### src/rtl/ebs_pkg.sv
package ebs_pkg;

  localparam int BUS_W  = 16;
  localparam int LANE_W = 8;
  localparam int REQ_W  = 32;

  typedef enum logic [1:0] {
    SZ_BYTE = 2'd0,
    SZ_WORD = 2'd1,
    SZ_LONG = 2'd2,
    SZ_BAD  = 2'd3
  } acc_size_e;

  typedef enum logic [1:0] {
    ST_IDLE   = 2'd0,
    ST_SETUP  = 2'd1,
    ST_STROBE = 2'd2
  } bus_state_e;

  // Invalid code, or a multi-byte access at an odd address.
  function automatic logic f_misaligned(acc_size_e s, logic a0);
    return (s == SZ_BAD) || ((s != SZ_BYTE) && a0);
  endfunction

  // Lane enables {upper, lower} for an access.
  function automatic logic [1:0] f_wr_lanes(acc_size_e s, logic a0);
    if (s == SZ_BYTE) return a0 ? 2'b01 : 2'b10;
    return 2'b11;
  endfunction

  // Data placed on the 16-bit bus for the current cycle.
  function automatic logic [BUS_W-1:0] f_steer_wdata(acc_size_e s, logic second,
                                                     logic [REQ_W-1:0] wd);
    logic [BUS_W-1:0] v;
    case (s)
      SZ_BYTE: v = {wd[LANE_W-1:0], wd[LANE_W-1:0]};
      SZ_LONG: v = second ? wd[BUS_W-1:0] : wd[REQ_W-1:BUS_W];
      default: v = wd[BUS_W-1:0];
    endcase
    return v;
  endfunction

  // Read result from the captured first word and the current bus data.
  function automatic logic [REQ_W-1:0] f_merge(acc_size_e s, logic a0,
                                               logic [BUS_W-1:0] first,
                                               logic [BUS_W-1:0] din);
    logic [REQ_W-1:0] v;
    case (s)
      SZ_BYTE: v = {{(REQ_W-LANE_W){1'b0}}, a0 ? din[LANE_W-1:0] : din[BUS_W-1:LANE_W]};
      SZ_LONG: v = {first, din};
      default: v = {{(REQ_W-BUS_W){1'b0}}, din};
    endcase
    return v;
  endfunction

endpackage

### src/rtl/ebs_seq.sv
module ebs_seq
  import ebs_pkg::*;
#(
  parameter int AW = 16
) (
  input  logic             clk,
  input  logic             rst_n,
  input  logic             req_valid,
  input  logic             req_write,
  input  acc_size_e        req_size,
  input  logic [AW-1:0]    req_addr,
  input  logic [REQ_W-1:0] req_wdata,
  output bus_state_e       state_q,
  output logic             second_q,
  output acc_size_e        size_q,
  output logic             write_q,
  output logic [AW-1:0]    addr_q,
  output logic [REQ_W-1:0] wdata_q,
  output logic             busy,
  output logic             err_q,
  output logic             end_first,
  output logic             end_last
);

  localparam logic [AW-1:0] WORD_STEP = AW'(2);

  logic accept;
  logic bad_req;

  assign accept    = req_valid && (state_q == ST_IDLE);
  assign bad_req   = f_misaligned(req_size, req_addr[0]);
  assign busy      = (state_q != ST_IDLE);
  assign end_first = (state_q == ST_STROBE) && (size_q == SZ_LONG) && !second_q;
  assign end_last  = (state_q == ST_STROBE) && !end_first;

  always_ff @(posedge clk or negedge rst_n) begin
    if (!rst_n) begin
      state_q  <= ST_IDLE;
      second_q <= 1'b0;
      size_q   <= SZ_BYTE;
      write_q  <= 1'b0;
      addr_q   <= '0;
      wdata_q  <= '0;
      err_q    <= 1'b0;
    end else begin
      err_q <= accept && bad_req;
      case (state_q)
        ST_IDLE: begin
          if (accept && !bad_req) begin
            state_q  <= ST_SETUP;
            second_q <= 1'b0;
            size_q   <= req_size;
            write_q  <= req_write;
            addr_q   <= req_addr;
            wdata_q  <= req_wdata;
          end
        end
        ST_SETUP: state_q <= ST_STROBE;
        ST_STROBE: begin
          if (end_first) begin
            state_q  <= ST_SETUP;
            second_q <= 1'b1;
            addr_q   <= addr_q + WORD_STEP;
          end else begin
            state_q <= ST_IDLE;
          end
        end
        default: state_q <= ST_IDLE;
      endcase
    end
  end

  p_err_no_busy_r1: assert property (@(posedge clk) disable iff (!rst_n)
    err_q |-> !busy);

  p_strobe_after_setup_r2: assert property (@(posedge clk) disable iff (!rst_n)
    (state_q == ST_STROBE) |-> ($past(state_q) == ST_SETUP));

  p_addr_stable_r2: assert property (@(posedge clk) disable iff (!rst_n)
    (state_q == ST_STROBE) |-> $stable(addr_q));

  p_long_step_r7: assert property (@(posedge clk) disable iff (!rst_n)
    ($rose(second_q)) |-> (addr_q == $past(addr_q) + WORD_STEP));

  p_ignore_busy_r9: assert property (@(posedge clk) disable iff (!rst_n)
    (busy && !end_last) |=> ($stable(write_q) && $stable(size_q) && $stable(wdata_q)));

endmodule

### src/rtl/ebs_lane_steer.sv
module ebs_lane_steer
  import ebs_pkg::*;
(
  input  logic             clk,
  input  logic             rst_n,
  input  bus_state_e       state_q,
  input  acc_size_e        size_q,
  input  logic             write_q,
  input  logic             addr0,
  input  logic             second_q,
  input  logic [REQ_W-1:0] wdata_q,
  output logic [BUS_W-1:0] bus_dout,
  output logic             bus_oe,
  output logic             bus_rd,
  output logic             bus_wr_hi,
  output logic             bus_wr_lo
);

  logic       in_cycle;
  logic       strobe_ph;
  logic [1:0] lanes;
  logic       any_strobe;

  assign in_cycle   = (state_q != ST_IDLE);
  assign strobe_ph  = (state_q == ST_STROBE);
  assign lanes      = f_wr_lanes(size_q, addr0);

  assign bus_rd     = strobe_ph && !write_q;
  assign bus_wr_hi  = strobe_ph && write_q && lanes[1];
  assign bus_wr_lo  = strobe_ph && write_q && lanes[0];
  assign bus_oe     = in_cycle && write_q;
  assign bus_dout   = f_steer_wdata(size_q, second_q, wdata_q);
  assign any_strobe = bus_rd || bus_wr_hi || bus_wr_lo;

  p_rd_excl_r5: assert property (@(posedge clk) disable iff (!rst_n)
    bus_rd |-> !(bus_wr_hi || bus_wr_lo));

  p_strobe_one_clock_r2: assert property (@(posedge clk) disable iff (!rst_n)
    any_strobe |=> !any_strobe);

  p_byte_one_lane_r3: assert property (@(posedge clk) disable iff (!rst_n)
    (write_q && strobe_ph && size_q == SZ_BYTE) |-> ($countones({bus_wr_hi, bus_wr_lo}) == 1));

  p_wr_with_oe_r10: assert property (@(posedge clk) disable iff (!rst_n)
    (bus_wr_hi || bus_wr_lo) |-> bus_oe);

endmodule

### src/rtl/ebs_read_merge.sv
module ebs_read_merge
  import ebs_pkg::*;
(
  input  logic             clk,
  input  logic             rst_n,
  input  logic             end_first,
  input  logic             end_last,
  input  acc_size_e        size_q,
  input  logic             addr0,
  input  logic [BUS_W-1:0] bus_din,
  output logic [REQ_W-1:0] rdata,
  output logic             done
);

  logic [BUS_W-1:0] first_q;

  always_ff @(posedge clk or negedge rst_n) begin
    if (!rst_n) begin
      first_q <= '0;
      rdata   <= '0;
      done    <= 1'b0;
    end else begin
      done <= end_last;
      if (end_first) first_q <= bus_din;
      if (end_last)  rdata   <= f_merge(size_q, addr0, first_q, bus_din);
    end
  end

  p_done_pulse_r8: assert property (@(posedge clk) disable iff (!rst_n)
    done |=> !done);

endmodule

### src/rtl/ext_bus_sizer.sv
module ext_bus_sizer
  import ebs_pkg::*;
#(
  parameter int AW = 16
) (
  input  logic          clk,
  input  logic          rst_n,
  input  logic          req_valid,
  input  logic          req_write,
  input  logic [1:0]    req_size,
  input  logic [AW-1:0] req_addr,
  input  logic [31:0]   req_wdata,
  output logic          busy,
  output logic          done,
  output logic          err,
  output logic [31:0]   rdata,
  output logic [AW-1:0] bus_addr,
  output logic [15:0]   bus_dout,
  output logic          bus_oe,
  input  logic [15:0]   bus_din,
  output logic          bus_rd,
  output logic          bus_wr_hi,
  output logic          bus_wr_lo
);

  bus_state_e       state_q;
  acc_size_e        size_q;
  logic             second_q;
  logic             write_q;
  logic [REQ_W-1:0] wdata_q;
  logic             end_first;
  logic             end_last;

  ebs_seq #(.AW(AW)) u_seq (
    .clk       (clk),
    .rst_n     (rst_n),
    .req_valid (req_valid),
    .req_write (req_write),
    .req_size  (acc_size_e'(req_size)),
    .req_addr  (req_addr),
    .req_wdata (req_wdata),
    .state_q   (state_q),
    .second_q  (second_q),
    .size_q    (size_q),
    .write_q   (write_q),
    .addr_q    (bus_addr),
    .wdata_q   (wdata_q),
    .busy      (busy),
    .err_q     (err),
    .end_first (end_first),
    .end_last  (end_last)
  );

  ebs_lane_steer u_steer (
    .clk       (clk),
    .rst_n     (rst_n),
    .state_q   (state_q),
    .size_q    (size_q),
    .write_q   (write_q),
    .addr0     (bus_addr[0]),
    .second_q  (second_q),
    .wdata_q   (wdata_q),
    .bus_dout  (bus_dout),
    .bus_oe    (bus_oe),
    .bus_rd    (bus_rd),
    .bus_wr_hi (bus_wr_hi),
    .bus_wr_lo (bus_wr_lo)
  );

  ebs_read_merge u_merge (
    .clk       (clk),
    .rst_n     (rst_n),
    .end_first (end_first),
    .end_last  (end_last),
    .size_q    (size_q),
    .addr0     (bus_addr[0]),
    .bus_din   (bus_din),
    .rdata     (rdata),
    .done      (done)
  );

  p_done_on_fall_r8: assert property (@(posedge clk) disable iff (!rst_n)
    $fell(busy) |-> done);

  p_done_idle_r8: assert property (@(posedge clk) disable iff (!rst_n)
    done |-> !busy);

  p_err_no_strobe_r1: assert property (@(posedge clk) disable iff (!rst_n)
    err |-> !(bus_rd || bus_wr_hi || bus_wr_lo || bus_oe));

endmodule

### config.mk
export PLATFORM = sky130hd
export DESIGN_NAME = ext_bus_sizer
export DESIGN_NICKNAME = d
export VERILOG_FILES = /design/src/rtl/ebs_pkg.sv /design/src/rtl/ebs_seq.sv /design/src/rtl/ebs_lane_steer.sv /design/src/rtl/ebs_read_merge.sv /design/src/rtl/ext_bus_sizer.sv
export SDC_FILE = /design/constraint.sdc
export NUM_CORES = 1
export LEC_CHECK = 0
export CAP_MARGIN = 20
export CORE_AREA = 5 5 118 92
export CTS_CLUSTER_SIZE = 40
export DETAILED_ROUTE_END_ITERATION = 8
export DIE_AREA = 0 0 123 97
export HOLD_SLACK_MARGIN = 0.03
export PLACE_DENSITY = 0.84
export RECOVER_POWER = 50
export SLEW_MARGIN = 40
export SYNTH_ARGS = -nofsm -noshare
export SYNTH_HDL_FRONTEND = slang
export SYNTH_HIERARCHICAL = 1
export SYNTH_SLANG_ARGS = --single-unit
### constraint.sdc
create_clock -name clk -period 3.1 [get_ports clk]
set_input_delay 0.62 -clock clk [delete_from_list [all_inputs] [get_ports clk]]
set_output_delay 0.62 -clock clk [all_outputs]
set_load 0.005 [all_outputs]
==> metrics.md, run 1 <==
| Metric | Value |
|---|---|
| CTS Root Cell | clkbuf_16 |
| Rows | 31 |
| Top_reg_cell synth | dfrtp_1 |
| Final wirelength | 12400 um |
| Synth Area in Adders | 0.00473 |
| Synth Area in Simple Gates | 0.114 |
| Hold path cells | 1 |
| WP data arrival | 2.27 ns |
| Combinational Power Share | 0.422 |
| Power Total | 0.00626 W |
| CTS tree | built |
| Skew-Pair Late Insertion Delay | 0.34 ns |
| Skew final | 0.00635 ns |
| DR iter-0 viols | approximately 300 |
| Inserted Clock Buffers | 9 |
| Fraction of registers with async set/reset | 1.00 |
| Initial antenna violation count | 0 |
| Main area contributors after synthesis | dfrtp_1, mux2_2, a22o_1 |
| Synth Area in Compound Gates | 0.151 |
| First-pass GRT wire length | 20400 um |
| Die Area | ~12000 um^2 |
| Area Growth Syn to Fin | 37.2% |
| Crit path launch type | flip-flop |
| WP data required | around 2.5 ns |
| Hold Fails Final Rpt | 0 |
| GRT Total Usage | 0.215 |
| Clk pwr share | 0.184 |
| Largest stage delay on the critical path | 0.60 ns |
| Post-place setup slack | between 0.5 and 0.6 ns |
| Reg2reg start | u_seq/size_q[0]$_DFFE_PN0P_ |
| CTS max path bufs | 2 |
| Vias in the first global route | slightly below 4000 |
| Setup TNS | 0 ns |
| Crit path capture type | output pin |
| Half-perimeter wire length after placement | approximately 9000 um |
| Outcome | finished clean |
| Count leader, synth | dfrtp_1 |
| Tcrit/Tclk final | 0.931 |
| Yosys reg bits | 104 |
| Synthesized instance count | 402 |
| XOR/XNOR share of the synthesized area | 0 |
| Lkg Pwr | between 2 and 3 nW |
| Ports | roughly 140 |
| Actual slew at the worst max-slew pin | 1.31 ns |
| Netlist cell types | 49 |
| GPL Wtd Cong | 0.861 |
| Pint | 0.00415 W |
| Global routing usage on met1 | 0.281 |
| # clock sinks | roughly 100 |
| DR WL/cell | ~18 um |
| Drt first pass iters | 6 |
| Mapped cell area | 4760 um^2 |
| Die Span X | between 100 and 150 um |
| Clock slew at reported path FFs | 0.07 ns |
| Final min period | ~2.9 ns |
| Final ANT Viol Nets | 0 |
| Setup bufs post-CTS | 0 |
| Sequential area share after synthesis | 0.546 |
| Chip height | 97 um |
| Yosys warns | 6 |
| Pwr dens | 957 nW/um^2 |
| Worst Hold Endpoint | u_merge/rdata[13]$_DFFE_PN0P_ |
| Busiest layer in global routing | met2 |
| Vias/cell | 5.66 |
| Maximum clock rate | between 300 and 400 MHz |
| Largest net degree at the start of global routing | between 50 and 60 |
| Max Cap Viol | 0 |
| Utilization after layout | 0.688 |
| Sw Pwr | 0.00210 W |
| H-tree depth | 3 |
| RSZ-0062 raised after global routing | false |
| Core area | 9500 um^2 |
| Post-synth top area cell | dfrtp_1 |
| R2R depth | 5 |
| Commonest cells post-synth | dfrtp_1, mux2_2, nor2_1 |
| Mux cell area share after synthesis | 0.142 |
| Main combinational cell family by area after synthesis | compound AO/OA/AOI/OAI gates |
| DR vias | 3801 |
| Hold Startpoint | u_merge/rdata[13]$_DFFE_PN0P_ |
| Peak supply drop | 0.617 mV |
| Sequential fraction of design power | 0.395 |
| ANT cells | 0 |
| Hold crit path type | flip-flop to flip-flop |
| Post-synth EDFFs | 0 |
| Net Count, Synth | 473 |
| Drt drc | 0 |
| Setup violators final | 0 |
| Crit Path Max Fanout | 12 |
| Switching power share of the total | 0.336 |
| Cts hold-fix bufs | 0 |
| GR Util met3 | 0.0764 |
| Final Max Slew Viols | 0 |
| Reg2reg end | u_merge/rdata[26]$_DFFE_PN0P_ |
| CTS resizes | 0 |
| Fin nets | 606 |
| Starting density of the core | 0.501 |
| Worst slew margin | 0.130 |
| Design area | ~6500 um^2 |
| GR Util met2 | 0.342 |
| Slowest CP cell | dfrtp_1 |
| Crit Path Category | flip-flop to output pin |
| CP Cell Sequence | nor3b_4 -> mux2_2 -> clkdlybuf4s50_1 |
| Flop2flop setup slack | ~0.44 ns |
| Syn avg cell area | 11.8 um^2 |
| Placed cell areas | 6250 um^2 |
| PnR worst setup slack | 0.213 ns |
| Synth top area share | 0.546 |
| PortBufs | 140 |
| Layout cell share with drive strength beyond 1 | 0.172 |
| Total grt overflow | 0 |
[per-layer routing]
metal	vias to the layer above	share of wire
li1	1757	-
met1	1867	0.41
met2	161	0.48
met3	16	0.090
met4	0	0.011
met5	-	0
[critical path, delay by kind of cell (launching register included)]
family / cells / cell delay (ns)
buffers and inverters: 1 / 0.45
DFF: 1 / 0.60
and+or+nand+nor: 1 / 0.47
muxes: 1 / 0.39
[power groups by stage]
stage                     combinational, W  clock, W  sequential [W]
after floorplan                    0.00143         0         0.00236
after global placement             0.00262         0         0.00247
after detailed placement           0.00270         0         0.00250
after CTS                          0.00273   0.00118         0.00248
after global routing               0.00288   0.00124         0.00256
final                              0.00264   0.00115         0.00247
[registers in the layout, indices dropped and copies added, names as in the netlist]
name	count
u_seq/addr_q	16
u_seq/size_q	2
u_seq/err_q	1
u_merge/rdata	32
u_seq/second_q	1
u_seq/state_q	2
u_seq/wdata_q	32
u_merge/done	1
u_seq/write_q	1
u_merge/first_q	16
[cell families after synthesis]
logic type | count (synthesis)
muxes | 60
and+or+nand+nor | 97
DFF | 104
adders and majority gates | 2
AOI/OAI and AO/OA | 101
buffers and inverters | 38
[final cells by class]
class	instances	area, um^2
Clock buffer	9	225
Fill cell	738	2970
Multi-Input combinational cell	260	1950
Sequential cell	104	2600
Timing Repair Buffer	147	1460
Tap cell	132	165
Inverter	13	53.8
Clock inverter	7	77.6
[through the flow]
stage	hold WS [ns]	instances
after floorplan	0.324	402
final	0.486	672
after global placement	0.469	656
after detailed placement	0.478	656
after global routing	0.506	672
after CTS	0.329	672
[worst max-delay path by stage]
stage / from / end / slack [ns] / depth (start not counted)
after floorplan: u_seq/state_q[1]$_DFFE_PN0P_ / u_merge/rdata[24]$_DFFE_PN0P_ / 1.10 / 9
after global placement: u_seq/size_q[1]$_DFFE_PN0P_ / bus_dout[0] / 0.60 / 3
after detailed placement: u_seq/second_q$_DFFE_PN0P_ / bus_dout[15] / 0.59 / 3
after CTS: u_seq/size_q[1]$_DFFE_PN0P_ / bus_dout[0] / 0.17 / 3
after global routing: rst_n / u_merge/done$_DFF_PN0_ / 0.08 / 2
final: u_seq/size_q[1]$_DFFE_PN0P_ / bus_dout[0] / 0.21 / 3
[placed cells by master, fill, tap and decap left out, drive strengths merged, types with 2 or more instances in the layout]
cell type / n
o31ai: 9
dlygate4sd3: 32
a22o: 16
nand3: 8
o22ai: 7
dfrtp: 104
o31a: 2
clkbuf: 11
or4b: 8
o21ai: 11
a221oi: 8
a31oi: 11
o22a: 2
a21o: 2
nand2b: 2
nor2b: 4
nor3: 12
buf: 6
nor3b: 2
clkdlybuf4s50: 107
mux2: 59
nor2: 32
o2bb2ai: 8
nand2: 22
inv: 14
a2bb2oi: 3
nor4: 2
clkinv: 4
a21oi: 20
Power figures use the tool's default switching activity.
==> run 2, diff against run 1 <==
--- a/config.mk
+++ b/config.mk
@@ -6,12 +6,12 @@
 export NUM_CORES = 1
 export LEC_CHECK = 0
 export CAP_MARGIN = 20
-export CORE_AREA = 5 5 118 92
+export CORE_AREA = 5 5 141 110
 export CTS_CLUSTER_SIZE = 40
 export DETAILED_ROUTE_END_ITERATION = 8
-export DIE_AREA = 0 0 123 97
+export DIE_AREA = 0 0 146 115
+export GPL_ROUTABILITY_DRIVEN = 0
 export HOLD_SLACK_MARGIN = 0.03
-export PLACE_DENSITY = 0.84
 export RECOVER_POWER = 50
 export SLEW_MARGIN = 40
 export SYNTH_ARGS = -nofsm -noshare
==> metrics.md, run 2 (same netlist as run 1, synthesis figures left out) <==
| Metric | Value |
|---|---|
| Fill count | around 1200 |
| Final Max Slew Viols | 44 |
| Setup violators final | 0 |
| RSZ-0062 raised after global routing | false |
| Die Span X | between 100 and 150 um |
| WP data arrival | roughly 2.3 ns |
| Half-perimeter wire length after placement | 9550 um |
| Initial antenna violation count | 1 |
| # clock sinks | 104 |
| Failing checks | max-capacitance violations, max-slew violations |
| Hold Fails Final Rpt | 0 |
| First-pass GRT wire length | 21000 um |
| CTS Root Cell | clkbuf_16 |
| Largest stage delay on the critical path | 0.60 ns |
| Max Cap Viol | 1 |
| Crit path launch type | flip-flop |
| Skew-Pair Late Insertion Delay | about 0.35 ns |
| Chip height | 115 um |
| Die Area | 16800 um^2 |
| Setup TNS | 0 ns |
| Final ANT Viol Nets | 0 |
| CTS max path bufs | 2 |
| Actual slew at the worst max-slew pin | 2.48 ns |
| CTS tree | built |
| Clock slew at reported path FFs | 0.07 ns |
| Commonest non-fill, non-tap cell in the layout | clkdlybuf4s50_1 |
| DR iter-0 viols | 155 |
| PortBufs | 140 |
| Layout cell share with drive strength beyond 1 | 0.170 |
| Inserted Clock Buffers | 9 |
| Worst slew margin | -0.654 |
| Power Total | 0.00633 W |
| Largest net degree at the start of global routing | 62 |
| DR WL/cell | 18.1 um |
| Placed cell count | approximately 700 |
| Starting density of the core | 0.340 |
| H-tree depth | 3 |
| Biggest regs | u_merge/rdata x32, u_seq/wdata_q x32 |
| GRT Total Usage | 0.159 |
| Cts hold-fix bufs | 0 |
| Hold crit path type | flip-flop to flip-flop |
| Rows | 38 |
| Total grt overflow | 0 |
| Area Growth Syn to Fin | 39.0% |
| Skew final | around 0.0073 ns |
| Drt drc | 0 |
| Lkg Pwr | 2.73 nW |
| CP Cell Sequence | nor3b_4 -> mux2_2 -> clkdlybuf4s50_1 |
| Most frequent cells in the layout | clkdlybuf4s50_1, dfrtp_1, mux2_2 |
| Outcome | complete, but fails checks |
| Core area | 14000 um^2 |
| Ports | 141 |
| Utilization after layout | 0.472 |
| Drt first pass iters | 4 |
| Crit Path Max Fanout | 14 |
| DR vias | 3715 |
| CTS resizes | 0 |
| Seq. cell area | roughly 2600 um^2 |
| Crit Path Category | flip-flop to output pin |
| Non-Filler Instances | 721 |
| Vias/cell | 5.15 |
| Tcrit/Tclk final | 0.948 |
| Setup bufs post-CTS | 0 |
| Worst hold slack | 0.487 ns |
| Maximum clock rate | 340 MHz |
| Slowest CP cell | dfrtp_1 |
| Final min period | 2.94 ns |
| Final wirelength | 13000 um |
| Footprint of the multi-input gates | 1950 um^2 |
| Vias in the first global route | 3865 |
| Crit path capture type | output pin |
| Fin nets | 606 |
| Pwr dens | 956 nW/um^2 |
| Peak supply drop | approximately 0.5 mV |
| WP data required | about 2.5 ns |
[run 2: final cells by class]
type | count | area share
Sequential cell | 104 | 0.393
Inverter | 13 | 0.00813
Tap cell | 180 | 0.0340
Clock buffer | 10 | 0.0346
Timing Repair Buffer | 147 | 0.221
Clock inverter | 6 | 0.0140
Multi-Input combinational cell | 260 | 0.295
Antenna cell | 1 | 0.000378
[run 2: worst paths after layout]
kind	endpoint	depth (start not counted)	startpoint	slack (ns)
setup reg to reg	u_merge/rdata[26]$_DFFE_PN0P_	4	u_seq/size_q[0]$_DFFE_PN0P_	0.69
hold reg to reg	u_merge/rdata[12]$_DFFE_PN0P_	1	u_merge/rdata[12]$_DFFE_PN0P_	0.49
max in group asynchronous	u_seq/addr_q[8]$_DFFE_PN0P_	1	rst_n	0.64
setup / recovery	bus_dout[0]	3	u_seq/size_q[1]$_DFFE_PN0P_	0.16
min in group asynchronous	u_merge/rdata[29]$_DFFE_PN0P_	1	rst_n	1.03
hold / removal	u_merge/rdata[12]$_DFFE_PN0P_	1	u_merge/rdata[12]$_DFFE_PN0P_	0.49
[run 2: where the power goes]
part	switching, W	internal [W]	leakage [nW]
Combinational	0.00108	0.00156	1.32
Sequential	0.000504	0.00196	1.25
Clock	0.000508	0.000713	0.155
[run 2: worst max-delay path: cells and delay by family, from the launching register on]
family,cells,cell delay [ns]
mux,1,0.40
flops,1,0.60
buf+inv,1,0.46
simple gates,1,0.51
[run 2: per-stage QoR]
step,cell area (um^2),setup slack [ns]
final,6620,0.161
after global routing,6620,0.0118
after global placement,6300,0.345
after floorplan,4760,1.10
after CTS,6620,0.141
after detailed placement,6300,0.442
[run 2: routing by layer]
metal  GRT usage  routed length, um
met1       0.206               5820
met2       0.239               5930
met3      0.0804               1150
met4      0.0388                118
met5           0                  0
